**src/rtl/exc_entry_pkg.sv**
```systemverilog
package exc_entry_pkg;

  localparam int CODE_W = 4;

  typedef enum logic [CODE_W-1:0] {
    CAUSE_NONE    = 4'd0,
    CAUSE_RESET   = 4'd1,
    CAUSE_BUSERR  = 4'd2,
    CAUSE_DPFAULT = 4'd3,
    CAUSE_IPFAULT = 4'd4,
    CAUSE_TICK    = 4'd5,
    CAUSE_ALIGN   = 4'd6,
    CAUSE_ILLEGAL = 4'd7,
    CAUSE_EXTINT  = 4'd8,
    CAUSE_DTMISS  = 4'd9,
    CAUSE_ITMISS  = 4'd10,
    CAUSE_RANGE   = 4'd11,
    CAUSE_SYSCALL = 4'd12,
    CAUSE_FPU     = 4'd13,
    CAUSE_TRAP    = 4'd14
  } cause_e;

  localparam logic [CODE_W-1:0] CAUSE_FIRST = CAUSE_RESET;
  localparam logic [CODE_W-1:0] CAUSE_LAST  = CAUSE_TRAP;

  // status word bit positions
  localparam int ST_SUPER = 0;
  localparam int ST_TICKE = 1;
  localparam int ST_INTE  = 2;
  localparam int ST_DMMU  = 5;
  localparam int ST_IMMU  = 6;
  localparam int ST_DSLOT = 13;
  localparam int ST_HIPG  = 14;

  // power-management bit positions
  localparam int PM_DOZE  = 4;
  localparam int PM_SLEEP = 5;

  typedef enum logic [1:0] {
    SRC_NONE = 2'd0,
    SRC_SYNC = 2'd1,
    SRC_TICK = 2'd2,
    SRC_EXT  = 2'd3
  } src_e;

endpackage

```
**src/rtl/exc_arbiter.sv**
```systemverilog
module exc_arbiter
  import exc_entry_pkg::*;
(
  input  logic              clk_i,
  input  logic              rst_ni,
  input  logic              req_i,
  input  logic [CODE_W-1:0] code_i,
  input  logic              ext_i,
  input  logic              tick_i,
  input  logic              inte_i,
  input  logic              ticke_i,
  output logic              take_o,
  output logic              err_o,
  output logic [CODE_W-1:0] code_o
);

  logic code_ok;
  src_e src;

  assign code_ok = (code_i >= CAUSE_FIRST) && (code_i <= CAUSE_LAST);

  always_comb begin
    src   = SRC_NONE;
    err_o = 1'b0;
    if (req_i) begin
      if (code_ok) src = SRC_SYNC;
      else         err_o = 1'b1;
    end else if (tick_i && ticke_i) begin
      src = SRC_TICK;
    end else if (ext_i && inte_i) begin
      src = SRC_EXT;
    end
  end

  always_comb begin
    unique case (src)
      SRC_SYNC: code_o = code_i;
      SRC_TICK: code_o = CAUSE_TICK;
      SRC_EXT:  code_o = CAUSE_EXTINT;
      default:  code_o = CAUSE_NONE;
    endcase
  end

  assign take_o = (src != SRC_NONE);

  a_r7_err_blocks_take: assert property (@(posedge clk_i) disable iff (!rst_ni)
    err_o |-> !take_o);
  a_r8_ext_needs_enable: assert property (@(posedge clk_i) disable iff (!rst_ni)
    (take_o && code_o == CAUSE_EXTINT && !req_i) |-> inte_i);
  a_r8_tick_wins: assert property (@(posedge clk_i) disable iff (!rst_ni)
    (!req_i && tick_i && ticke_i) |-> (take_o && code_o == CAUSE_TICK));
  a_r9_sync_first: assert property (@(posedge clk_i) disable iff (!rst_ni)
    (req_i && !err_o) |-> (take_o && code_o == code_i));

endmodule

```
**src/rtl/exc_vector_gen.sv**
```systemverilog
module exc_vector_gen
  import exc_entry_pkg::*;
#(
  parameter int XLEN      = 32,
  parameter int VEC_SHIFT = 8,
  parameter int HIPG_BITS = 4
) (
  input  logic              clk_i,
  input  logic              rst_ni,
  input  logic [CODE_W-1:0] code_i,
  input  logic              base_en_i,
  input  logic [XLEN-1:0]   base_i,
  input  logic              hipg_i,
  output logic [XLEN-1:0]   vec_o
);

  localparam logic [XLEN-1:0] HIPG_MASK = {{HIPG_BITS{1'b1}}, {(XLEN-HIPG_BITS){1'b0}}};

  logic [XLEN-1:0] offs;

  assign offs = XLEN'(code_i) << VEC_SHIFT;

  always_comb begin
    vec_o = offs;
    if (base_en_i) vec_o = vec_o | base_i;
    if (hipg_i)    vec_o = vec_o | HIPG_MASK;
  end

  a_r6_low_bits_clear: assert property (@(posedge clk_i) disable iff (!rst_ni)
    !base_en_i |-> (vec_o[VEC_SHIFT-1:0] == '0));
  a_r6_high_page: assert property (@(posedge clk_i) disable iff (!rst_ni)
    hipg_i |-> (vec_o[XLEN-1 -: HIPG_BITS] == {HIPG_BITS{1'b1}}));

endmodule

```
**src/rtl/exc_ctx_regs.sv**
```systemverilog
module exc_ctx_regs
  import exc_entry_pkg::*;
#(
  parameter int XLEN  = 32,
  parameter int SR_W  = 16,
  parameter int PMR_W = 8,
  parameter int ISTEP = 4
) (
  input  logic              clk_i,
  input  logic              rst_ni,
  input  logic              take_i,
  input  logic [CODE_W-1:0] code_i,
  input  logic [XLEN-1:0]   pc_i,
  input  logic [SR_W-1:0]   sr_i,
  input  logic [PMR_W-1:0]  pmr_i,
  input  logic              dslot_i,
  output logic [SR_W-1:0]   sr_next_o,
  output logic [PMR_W-1:0]  pmr_next_o,
  output logic              dslot_clr_o,
  output logic              lock_kill_o,
  output logic [XLEN-1:0]   epcr_o,
  output logic [SR_W-1:0]   esr_o,
  output logic [XLEN-1:0]   eear_o
);

  localparam logic [XLEN-1:0] STEP = XLEN'(ISTEP);

  logic [XLEN-1:0] epcr_q, epcr_d, eear_q, eear_d, epc_calc;
  logic [SR_W-1:0] esr_q, esr_d;
  logic            epcr_en, eear_en;

  always_comb begin
    epc_calc = pc_i;
    if (code_i == CAUSE_SYSCALL) epc_calc = epc_calc + STEP;
    if (dslot_i)                 epc_calc = epc_calc - STEP;
  end

  assign epcr_en = take_i;
  assign eear_en = take_i && (code_i == CAUSE_ILLEGAL);
  assign epcr_d  = epc_calc;
  assign esr_d   = sr_i;
  assign eear_d  = pc_i;

  always_comb begin
    sr_next_o  = sr_i;
    pmr_next_o = pmr_i;
    if (take_i) begin
      sr_next_o[ST_DMMU]   = 1'b0;
      sr_next_o[ST_IMMU]   = 1'b0;
      sr_next_o[ST_INTE]   = 1'b0;
      sr_next_o[ST_TICKE]  = 1'b0;
      sr_next_o[ST_SUPER]  = 1'b1;
      sr_next_o[ST_DSLOT]  = dslot_i;
      pmr_next_o[PM_DOZE]  = 1'b0;
      pmr_next_o[PM_SLEEP] = 1'b0;
    end
  end

  assign dslot_clr_o = take_i && dslot_i;
  assign lock_kill_o = take_i;

  always_ff @(posedge clk_i or negedge rst_ni) begin
    if (!rst_ni) begin
      epcr_q <= '0;
      esr_q  <= '0;
    end else if (epcr_en) begin
      epcr_q <= epcr_d;
      esr_q  <= esr_d;
    end
  end

  always_ff @(posedge clk_i or negedge rst_ni) begin
    if (!rst_ni)      eear_q <= '0;
    else if (eear_en) eear_q <= eear_d;
  end

  assign epcr_o = epcr_q;
  assign esr_o  = esr_q;
  assign eear_o = eear_q;

  a_r1_epc_plain: assert property (@(posedge clk_i) disable iff (!rst_ni)
    (take_i && !dslot_i && code_i != CAUSE_SYSCALL) |=> (epcr_o == $past(pc_i)));
  a_r1_epc_syscall: assert property (@(posedge clk_i) disable iff (!rst_ni)
    (take_i && !dslot_i && code_i == CAUSE_SYSCALL) |=> (epcr_o == $past(pc_i) + STEP));
  a_r2_dslot_flag: assert property (@(posedge clk_i) disable iff (!rst_ni)
    take_i |-> (sr_next_o[ST_DSLOT] == dslot_i));
  a_r3_eear_hold: assert property (@(posedge clk_i) disable iff (!rst_ni)
    !(take_i && code_i == CAUSE_ILLEGAL) |=> $stable(eear_o));
  a_r4_esr_capture: assert property (@(posedge clk_i) disable iff (!rst_ni)
    take_i |=> (esr_o == $past(sr_i)));
  a_r4_supervisor: assert property (@(posedge clk_i) disable iff (!rst_ni)
    take_i |-> (sr_next_o[ST_SUPER] && !sr_next_o[ST_INTE] && !sr_next_o[ST_TICKE]));
  a_r10_hold_idle: assert property (@(posedge clk_i) disable iff (!rst_ni)
    !take_i |=> ($stable(epcr_o) && $stable(esr_o)));

endmodule

```
**src/rtl/exc_entry_unit.sv**
```systemverilog
module exc_entry_unit
  import exc_entry_pkg::*;
#(
  parameter int XLEN  = 32,
  parameter int SR_W  = 16,
  parameter int PMR_W = 8
) (
  input  logic              clk_i,
  input  logic              rst_ni,
  input  logic [XLEN-1:0]   pc_i,
  input  logic [SR_W-1:0]   sr_i,
  input  logic [PMR_W-1:0]  pmr_i,
  input  logic              dslot_i,
  input  logic              vbase_en_i,
  input  logic [XLEN-1:0]   vbase_i,
  input  logic              ext_irq_i,
  input  logic              tick_irq_i,
  input  logic              exc_req_i,
  input  logic [CODE_W-1:0] exc_code_i,
  output logic              take_o,
  output logic [CODE_W-1:0] take_code_o,
  output logic              err_o,
  output logic [XLEN-1:0]   redir_pc_o,
  output logic [SR_W-1:0]   sr_next_o,
  output logic [PMR_W-1:0]  pmr_next_o,
  output logic              dslot_clr_o,
  output logic              lock_kill_o,
  output logic [XLEN-1:0]   epcr_o,
  output logic [SR_W-1:0]   esr_o,
  output logic [XLEN-1:0]   eear_o
);

  logic              take;
  logic [CODE_W-1:0] code;

  exc_arbiter u_arb (
    .clk_i   (clk_i),
    .rst_ni  (rst_ni),
    .req_i   (exc_req_i),
    .code_i  (exc_code_i),
    .ext_i   (ext_irq_i),
    .tick_i  (tick_irq_i),
    .inte_i  (sr_i[ST_INTE]),
    .ticke_i (sr_i[ST_TICKE]),
    .take_o  (take),
    .err_o   (err_o),
    .code_o  (code)
  );

  exc_vector_gen #(.XLEN(XLEN)) u_vec (
    .clk_i     (clk_i),
    .rst_ni    (rst_ni),
    .code_i    (code),
    .base_en_i (vbase_en_i),
    .base_i    (vbase_i),
    .hipg_i    (sr_i[ST_HIPG]),
    .vec_o     (redir_pc_o)
  );

  exc_ctx_regs #(.XLEN(XLEN), .SR_W(SR_W), .PMR_W(PMR_W)) u_ctx (
    .clk_i       (clk_i),
    .rst_ni      (rst_ni),
    .take_i      (take),
    .code_i      (code),
    .pc_i        (pc_i),
    .sr_i        (sr_i),
    .pmr_i       (pmr_i),
    .dslot_i     (dslot_i),
    .sr_next_o   (sr_next_o),
    .pmr_next_o  (pmr_next_o),
    .dslot_clr_o (dslot_clr_o),
    .lock_kill_o (lock_kill_o),
    .epcr_o      (epcr_o),
    .esr_o       (esr_o),
    .eear_o      (eear_o)
  );

  assign take_o      = take;
  assign take_code_o = code;

  a_r5_kill_with_take: assert property (@(posedge clk_i) disable iff (!rst_ni)
    lock_kill_o == take_o);

endmodule

```
**config.mk**
```make
export PLATFORM = sky130hd
export DESIGN_NAME = exc_entry_unit
export DESIGN_NICKNAME = d
export VERILOG_FILES = /design/src/rtl/exc_entry_pkg.sv /design/src/rtl/exc_arbiter.sv /design/src/rtl/exc_vector_gen.sv /design/src/rtl/exc_ctx_regs.sv /design/src/rtl/exc_entry_unit.sv
export SDC_FILE = /design/constraint.sdc
export NUM_CORES = 1
export LEC_CHECK = 0
export BUFFER_PORTS_ARGS = -buffer_cell sky130_fd_sc_hd__buf_4
export CORE_UTILIZATION = 50
export CTS_CLUSTER_SIZE = 12
export DETAILED_ROUTE_END_ITERATION = 6
export PLACE_DENSITY_LB_ADDON = 0.2
export SLEW_MARGIN = 20
export SYNTH_ARGS = -nofsm -noshare
export SYNTH_HDL_FRONTEND = slang
export SYNTH_SLANG_ARGS = --single-unit
```
**constraint.sdc**
```tcl
create_clock -name clk_i -period 6.1 [get_ports clk_i]
set_input_delay 0.915 -clock clk_i [delete_from_list [all_inputs] [get_ports clk_i]]
set_output_delay 0.915 -clock clk_i [all_outputs]
set_load 0.005 [all_outputs]
```
==> impl_metrics.py, run 1 <==
metrics = {
    "clocking": {
        "clk_pin_slew_ns": 0.09,
        "hold_buffers": 0,
        "clockBufferDepth": 2,
        "post_cts_resized": 0,
        "clock_latency_ns": 0.35,
        "cts_buffers": 9,
        "cts_tree": "built",
        "post_cts_buffers": 0,
        "cts_root_buf": "clkbuf_8",
        "htree_levels": 3,
        "clock_sinks": 80,
    },
    "setup_path": {
        "startpoint_type": "primary input",
        "r2r-start": "u_ctx.epcr_o[27]",
        "r2r_slack_ns": 5.29,
        "cp_max_fo": 9,
        "cp_slowest_stage_delay_ns": 0.56,
        "crit_chain": "buf_4, or3b_1, nor2_1, mux2i_1, ha_1, nand2_1, nor2_1, mux2i_1, a2111oi_4, nand2b_1, o21ba_1, or4_1, a31oi_1",
        "worstPathArrival_ns": 4.47,
        "cp_slowest_cell": "or3b_1",
        "path_class": "in2reg",
        "reg2regPathDepth": 1,
        "cp-end-kind": "flip-flop",
        "r2r-end": "u_ctx.epcr_o[27]",
        "cp_data_required_time_ns": 6.38,
    },
    "synth": {
        "yosysTopAreaCell": "dfrtp_1",
        "netlist_area_um2": 5200,
        "ys_warn_count": 0,
        "syn-num-nets": 663,
        "yosysSeqAreaShare_pct": 38.5,
        "synthCells": 562,
        "synthArstFlopShare_pct": 100,
        "synth.most_common_cell": "nand2_1",
        "syn_area_per_cell_um2": 9.26,
        "synth-edff-count": 0,
        "synth_commonest_cells": "nand2_1 (98), dfrtp_1 (80), and2_1 (39)",
        "synth-seq-cells": 80,
        "synth-main-ff-cell": "dfrtp_1",
        "yosys.area.top_type_share_pct": 38.5,
        "synth.distinct_cells": 72,
        "synth_area_leaders": "dfrtp_1 (38%), mux2_2 (7.8%), nand2_1 (7.1%)",
    },
    "final_layout": {
        "area_growth_pct": 35.8,
        "nFillCells": 797,
        "fin_util_pct": 71.3,
        "antenna_cells": 0,
        "seq_area_um2": 2000,
        "multiInputGateArea_um2": 2910,
        "nets": 859,
        "final_cells": 896,
        "design_area_um2": 7060,
        "drive_gt1_share_pct": 40.9,
    },
    "floorplan": {
        "die_w_um": 104,
        "ioPinCount": 243,
        "initial_core_util_pct": 52.5,
        "rows": 36,
        "die-area_um2": 10800,
        "core-area_um2": 9910,
        "die_height_um": 104,
    },
    "place": {
        "dpl_cell_area_um2": 6860,
        "gp_congestion": 0.891,
        "place_inst": 880,
        "portBuffers": 230,
        "place_ws_ns": 1.58,
        "place_hpwl_mm": 11.6,
    },
    "pwr": {
        "clkPwrFrac_pct": 27.1,
        "switching_share_pct": 29.9,
        "p_total_mw": 1.53,
        "p_leak_nw": 3.27,
        "seq_power_share_pct": 43.6,
        "vdd_drop_max_mv": 0.171,
        "power.switching_uw": 457,
        "p_comb_share_pct": 29.3,
        "p_per_area_nw_per_um2": 216,
        "p_int_mw": 1.07,
    },
    "sta": {
        "period_share_pct": 68.8,
        "min_period_ns": 4.19,
        "fmax_mhz": 238,
        "slew_violations": 0,
        "rsz0062_at_grt": "false",
        "holdWs_ns": 0.486,
        "worst_slack_ns": 1.91,
        "worst_slew_pin_slew_ns": 0.900,
        "finalSetupTns_ns": 0,
        "hold_viol": 0,
        "clock_skew_ns": 0,
        "slew_headroom_pct": 40.0,
        "setup_viol": 0,
    },
    "detailed_routing": {
        "vias_per_cell": 5.45,
        "postRouteWirelength_mm": 15.1,
        "route.detailed.drc": 0,
        "initialDrtViolationCount": 215,
        "drtAntennaViolNets": 0,
        "drt-pass1-iter-count": 5,
        "routedWlPerCell_um": 16.8,
        "vias": 4883,
    },
    "worst_hold_path": {
        "hold_path_end": "u_ctx.esr_o[13]",
        "min_path_cells": 2,
        "worstHoldPathType": "reg2reg",
        "min_from": "u_ctx.esr_o[13]",
    },
    "run_status": {
        "status": "completed",
    },
    "global_routing": {
        "grt_pass1_vias": 4656,
        "grt_max_degree": 81,
        "grt_pass1_wl_mm": 24.0,
        "antenna_found_initial": 0,
        "grt_usage_pct": 27.6,
        "overflow": 0,
    },
    "run": {
        "maxCapViolCount": 0,
    },
}
worst max path at each step:
stage | to | startpoint
6_report | u_ctx.epcr_o[22] | exc_code_i[0]
5_1_grt | sr_next_o[13] | exc_code_i[0]
4_1_cts | sr_next_o[13] | exc_code_i[0]
3_5_place_dp | u_ctx.epcr_o[22] | exc_code_i[0]
3_3_place_gp | u_ctx.epcr_o[22] | exc_code_i[0]
2_1_floorplan | u_ctx.epcr_o[22] | exc_code_i[0]
worst max-delay path, delay by kind of cell:
kind | cells | cell delay, ns
buf+inv | 1 | 0.14
compound gates | 3 | 0.90
fa+ha+maj | 1 | 0.19
simple gates | 6 | 1.91
mux | 2 | 0.42
state kept, by name, indices dropped and copies added, names as in the netlist:
register,flops
u_ctx.eear_o,32
u_ctx.epcr_o,32
u_ctx.esr_o,16
metal layers:
layer / share of wire, % / vias up / track usage [%]
met4: 1.1 / 0 / 7.35
met5: 0 / - / 0
met1: 46 / 2355 / 36.7
li1: - / 2349 / -
met3: 4.7 / 17 / 4.51
met2: 48 / 162 / 46.6
power groups by stage:
stage	clock network [mW]	logic, mW	registers [mW]
after detailed placement	0	0.449	0.677
after CTS	0.422	0.451	0.668
final	0.414	0.447	0.666
after global routing	0.441	0.483	0.677
after global placement	0	0.440	0.672
after floorplan	0	0.172	0.678
kinds of logic (layout without fill, tap and decap cells):
logic type                 count (synthesis)  after routing  synth area share [%]
AOI/OAI and AO/OA                         73             73                  10.5
adders and majority gates                  2              2                 0.481
xor gates and xnor gates                  48             48                  8.23
buffers and inverters                     57            258                  5.77
DFF                                       80             80                  38.5
and+or+nand+nor                          259            259                  27.4
muxes                                     43             43                  9.14
placed cells by master, fill, tap and decap left out, types with 3 or more instances in the layout:
cell,netlist,layout
buf_4,18,232
nand2_1,98,98
dfrtp_1,80,80
and2_1,39,39
mux2_2,36,36
xnor2_1,29,29
o21ai_0,26,26
nand3_1,18,18
xor2_1,18,18
nor2_1,17,17
nor4_1,14,14
nand4_1,14,14
a21o_1,10,10
and3_1,9,9
clkbuf_8,0,9
inv_1,8,8
nor3_1,8,8
mux2i_1,7,7
nand2b_1,6,6
or2_2,5,5
nor4_2,4,4
and4_1,3,3
o22ai_1,3,3
nor3_2,3,3
nor4b_1,3,3
a21oi_1,3,3
inv_6,0,3
layout make-up:
| type | instances | share of cell area, % |
|---|---|---|
| well taps | 133 | 2.36 |
| clock buffers | 9 | 1.75 |
| clock inverters | 7 | 1.10 |
| repair buffers | 233 | 24.8 |
| flip-flops and latches | 80 | 28.3 |
| inverters | 9 | 0.478 |
| multi-input cells | 425 | 41.2 |
No activity file was read; power rests on OpenSTA's default activity.
==> inputs of run 2 (changes only) <==
Settings changed: ABC_AREA from default to 1, CORE_UTILIZATION 50 to 45.
Clock period 6.1 ns to 3.8 ns, I/O delays scaled along.
==> run 2 against run 1 <==
- area after synthesis increased by 15%
- worst hold slack got worse by 0.23 ns
- setup slack got worse by 0.97 ns
- sequential power increased by 65%
- sequential share of layout area decreased by 3.4 points
- non-clock buffer count increased by 4
- via count increased by 32%
- critical endpoint is now u_ctx.epcr_o[25]
- largest power group unchanged
==> impl_metrics.py, run 2 <==
metrics = {
    "clocking": {
        "htree_levels": 3,
        "clk_pin_slew_ns": 0.07,
        "post_cts_buffers": 0,
        "clock_sinks": 80,
        "cts_tree": "built",
        "clock_latency_ns": 0.36,
        "cts_root_buf": "clkbuf_16",
        "hold_buffers": 0,
        "post_cts_resized": 0,
        "clockBufferDepth": 2,
        "cts_buffers": 9,
    },
    "setup_path": {
        "worstPathArrival_ns": 3.11,
        "path_common_cell": "nand2_1",
        "critPathBufInv": 1,
        "path_class": "in2reg",
        "cp_slowest_stage_delay_ns": 0.50,
        "cp-end-kind": "flip-flop",
        "cp_max_fo": 51,
        "cp_top_family": "simple AND/OR/NAND/NOR gates",
        "crit_chain": "buf_4, nand2_1, nand3_1, nand2_2, nand3_2, nor2_2, nand3_4, o21ai_1, nand2_1, nor2_2, nand3_1, nor2_1, nand2_1, nand3_1, nand2_1",
        "cp_slowest_cell": "o21ai_1",
        "cp_data_required_time_ns": 4.05,
        "startpoint_type": "primary input",
        "r2r_slack_ns": 3.01,
    },
    "synth": {
        "synth-edff-count": 0,
        "synth-main-ff-cell": "dfrtp_1",
        "synth-seq-cells": 80,
        "ys_warn_count": 0,
        "synth_area_leaders": "dfrtp_1 (33%), nand2_1 (22%), nand3_1 (6.9%)",
        "netlist_area_um2": 5990,
        "synth_commonest_cells": "nand2_1 (348), inv_1 (104), nor2_1 (91)",
        "syn_area_per_cell_um2": 6.43,
        "yosys.area.top_type_share_pct": 33.4,
        "synth.distinct_cells": 36,
        "syn-num-nets": 1033,
        "synthCells": 932,
        "synth.most_common_cell": "nand2_1",
        "yosysSeqAreaShare_pct": 33.4,
        "synthArstFlopShare_pct": 100,
        "yosysTopAreaCell": "dfrtp_1",
    },
    "final_layout": {
        "area_growth_pct": 33.9,
        "multiInputGateArea_um2": 3270,
        "final_common_cell": "nand2_1",
        "fin_util_pct": 62.6,
        "final_cell_mix": "nand2_1 (348), buf_4 (235), inv_1 (104), nor2_1 (91), nand3_1 (83)",
        "drive_gt1_share_pct": 28.1,
        "seq_area_um2": 2000,
        "antenna_cells": 0,
        "nFillCells": 1281,
        "nets": 1235,
    },
    "pwr": {
        "p_leak_nw": 4.40,
        "p_int_mw": 1.96,
        "vdd_drop_max_mv": 0.418,
        "p_comb_share_pct": 30.2,
        "p_per_area_nw_per_um2": 360,
        "power.switching_uw": 921,
        "clkPwrFrac_pct": 31.8,
        "switching_share_pct": 31.9,
        "seq_power_share_pct": 38.0,
    },
    "place": {
        "gp_congestion": 0.910,
        "portBuffers": 230,
        "place_hpwl_mm": 14.6,
    },
    "detailed_routing": {
        "vias_per_cell": 4.91,
        "initialDrtViolationCount": 352,
        "routedWlPerCell_um": 14.2,
        "route.detailed.drc": 0,
        "postRouteWirelength_mm": 18.6,
        "drtAntennaViolNets": 0,
        "vias": 6438,
        "drt-pass1-iter-count": 5,
    },
    "run": {
        "maxCapViolCount": 0,
    },
    "floorplan": {
        "die-area_um2": 13800,
        "core-area_um2": 12800,
        "rows": 41,
        "die_height_um": 117,
        "ioPinCount": 243,
        "die_w_um": 117,
        "initial_core_util_pct": 46.7,
    },
    "worst_hold_path": {
        "worstHoldPathType": "in2async",
    },
    "sta": {
        "slew_headroom_pct": 35.9,
        "rsz0062_at_grt": "false",
        "min_period_ns": 2.86,
        "finalSetupTns_ns": 0,
        "fmax_mhz": 349,
        "slew_violations": 0,
        "hold_viol": 0,
        "period_share_pct": 75.3,
        "clock_skew_ns": 0,
        "worst_slew_pin_slew_ns": 0.959,
        "setup_viol": 0,
    },
    "global_routing": {
        "grt_max_degree": 81,
        "grt_pass1_vias": 6036,
        "overflow": 0,
        "antenna_found_initial": 0,
        "grt_pass1_wl_mm": 30.5,
        "grt_usage_pct": 27.7,
    },
    "run_status": {
        "status": "completed",
    },
}
-- run 2: cell count changes in the layout (fill, tap and decap cells not counted), moves of 16 or more --
cell	delta
nand2_1	+250
inv_1	+96
nor2_1	+74
nand3_1	+65
and2_1	-39
mux2_2	-33
xnor2_1	-26
o21ai_0	+22
nor2_2	+16
-- run 2: power by group through the flow --
stage	Combinational (mW)	Clock [mW]	Sequential, mW
floorplan	0.362	0	1.12
global placement	0.865	0	1.11
detailed placement	0.875	0	1.11
CTS	0.880	0.938	1.10
global route	0.967	0.961	1.12
finish	0.873	0.917	1.10
-- run 2: final timing paths --
path                             startpoint                to  depth (start not counted)
max                                 sr_i[1]  u_ctx.epcr_o[25]                         15
min                                  rst_ni  u_ctx.epcr_o[21]                          1
max reg2reg                u_ctx.eear_o[10]  u_ctx.eear_o[10]                          2
min reg2reg                  u_ctx.esr_o[9]    u_ctx.esr_o[9]                          2
max in group asynchronous            rst_ni  u_ctx.eear_o[10]                          1
min in group clk_i                 sr_i[13]   u_ctx.esr_o[13]                          3
-- run 2: cells by family (layout without fill, tap and decap cells) --
family	count (synthesis)	after routing	synth area share, %
XOR/XNOR	22	22	3.22
flip-flops	80	80	33.4
adder cells (fa/ha/maj)	2	2	0.418
AND/OR/NAND/NOR	593	593	43.8
buffers and inverters	160	367	12.0
multiplexers	3	3	0.564
AO/OA/AOI/OAI	72	72	6.66
-- run 2: worst reg2reg max path, cell delays in order, from the launching register on --
cell	delay, ns
dfrtp_1	0.37
nand2_1	0.08
o21ai_0	0.16
-- run 2: per-layer routing --
metal  vias up  GRT usage [%]  part of all wire, %
met3        22           5.74                  6.1
met1      2942           37.7                   46
met4         0           9.58                  1.7
met2       202           43.6                   47
met5         -              0                    0
li1       3272              -                    -
-- run 2: final cells by class --
class,instances,area share [%]
multi-input cells,692,40.8
flip-flops and latches,80,25.0
repair buffers,237,22.4
inverters,114,5.33
clock buffers,9,2.81
well taps,172,2.68
clock inverters,7,1.04
-- run 2: stage by stage --
| step | power, mW | cells | setup WS [ns] | hold slack, ns | instance area [um2] |
|---|---|---|---|---|---|
| floorplan | 1.48 | 932 | 1.36 | 0.274 | 5990 |
| finish | 2.88 | 1311 | 0.937 | 0.256 | 8020 |
| detailed placement | 1.98 | 1295 | 0.602 | 0.461 | 7710 |
| CTS | 2.91 | 1311 | 0.970 | 0.411 | 8020 |
| global route | 3.04 | 1311 | 0.616 | 0.317 | 8020 |
| global placement | 1.97 | 1295 | 0.632 | 0.456 | 7710 |
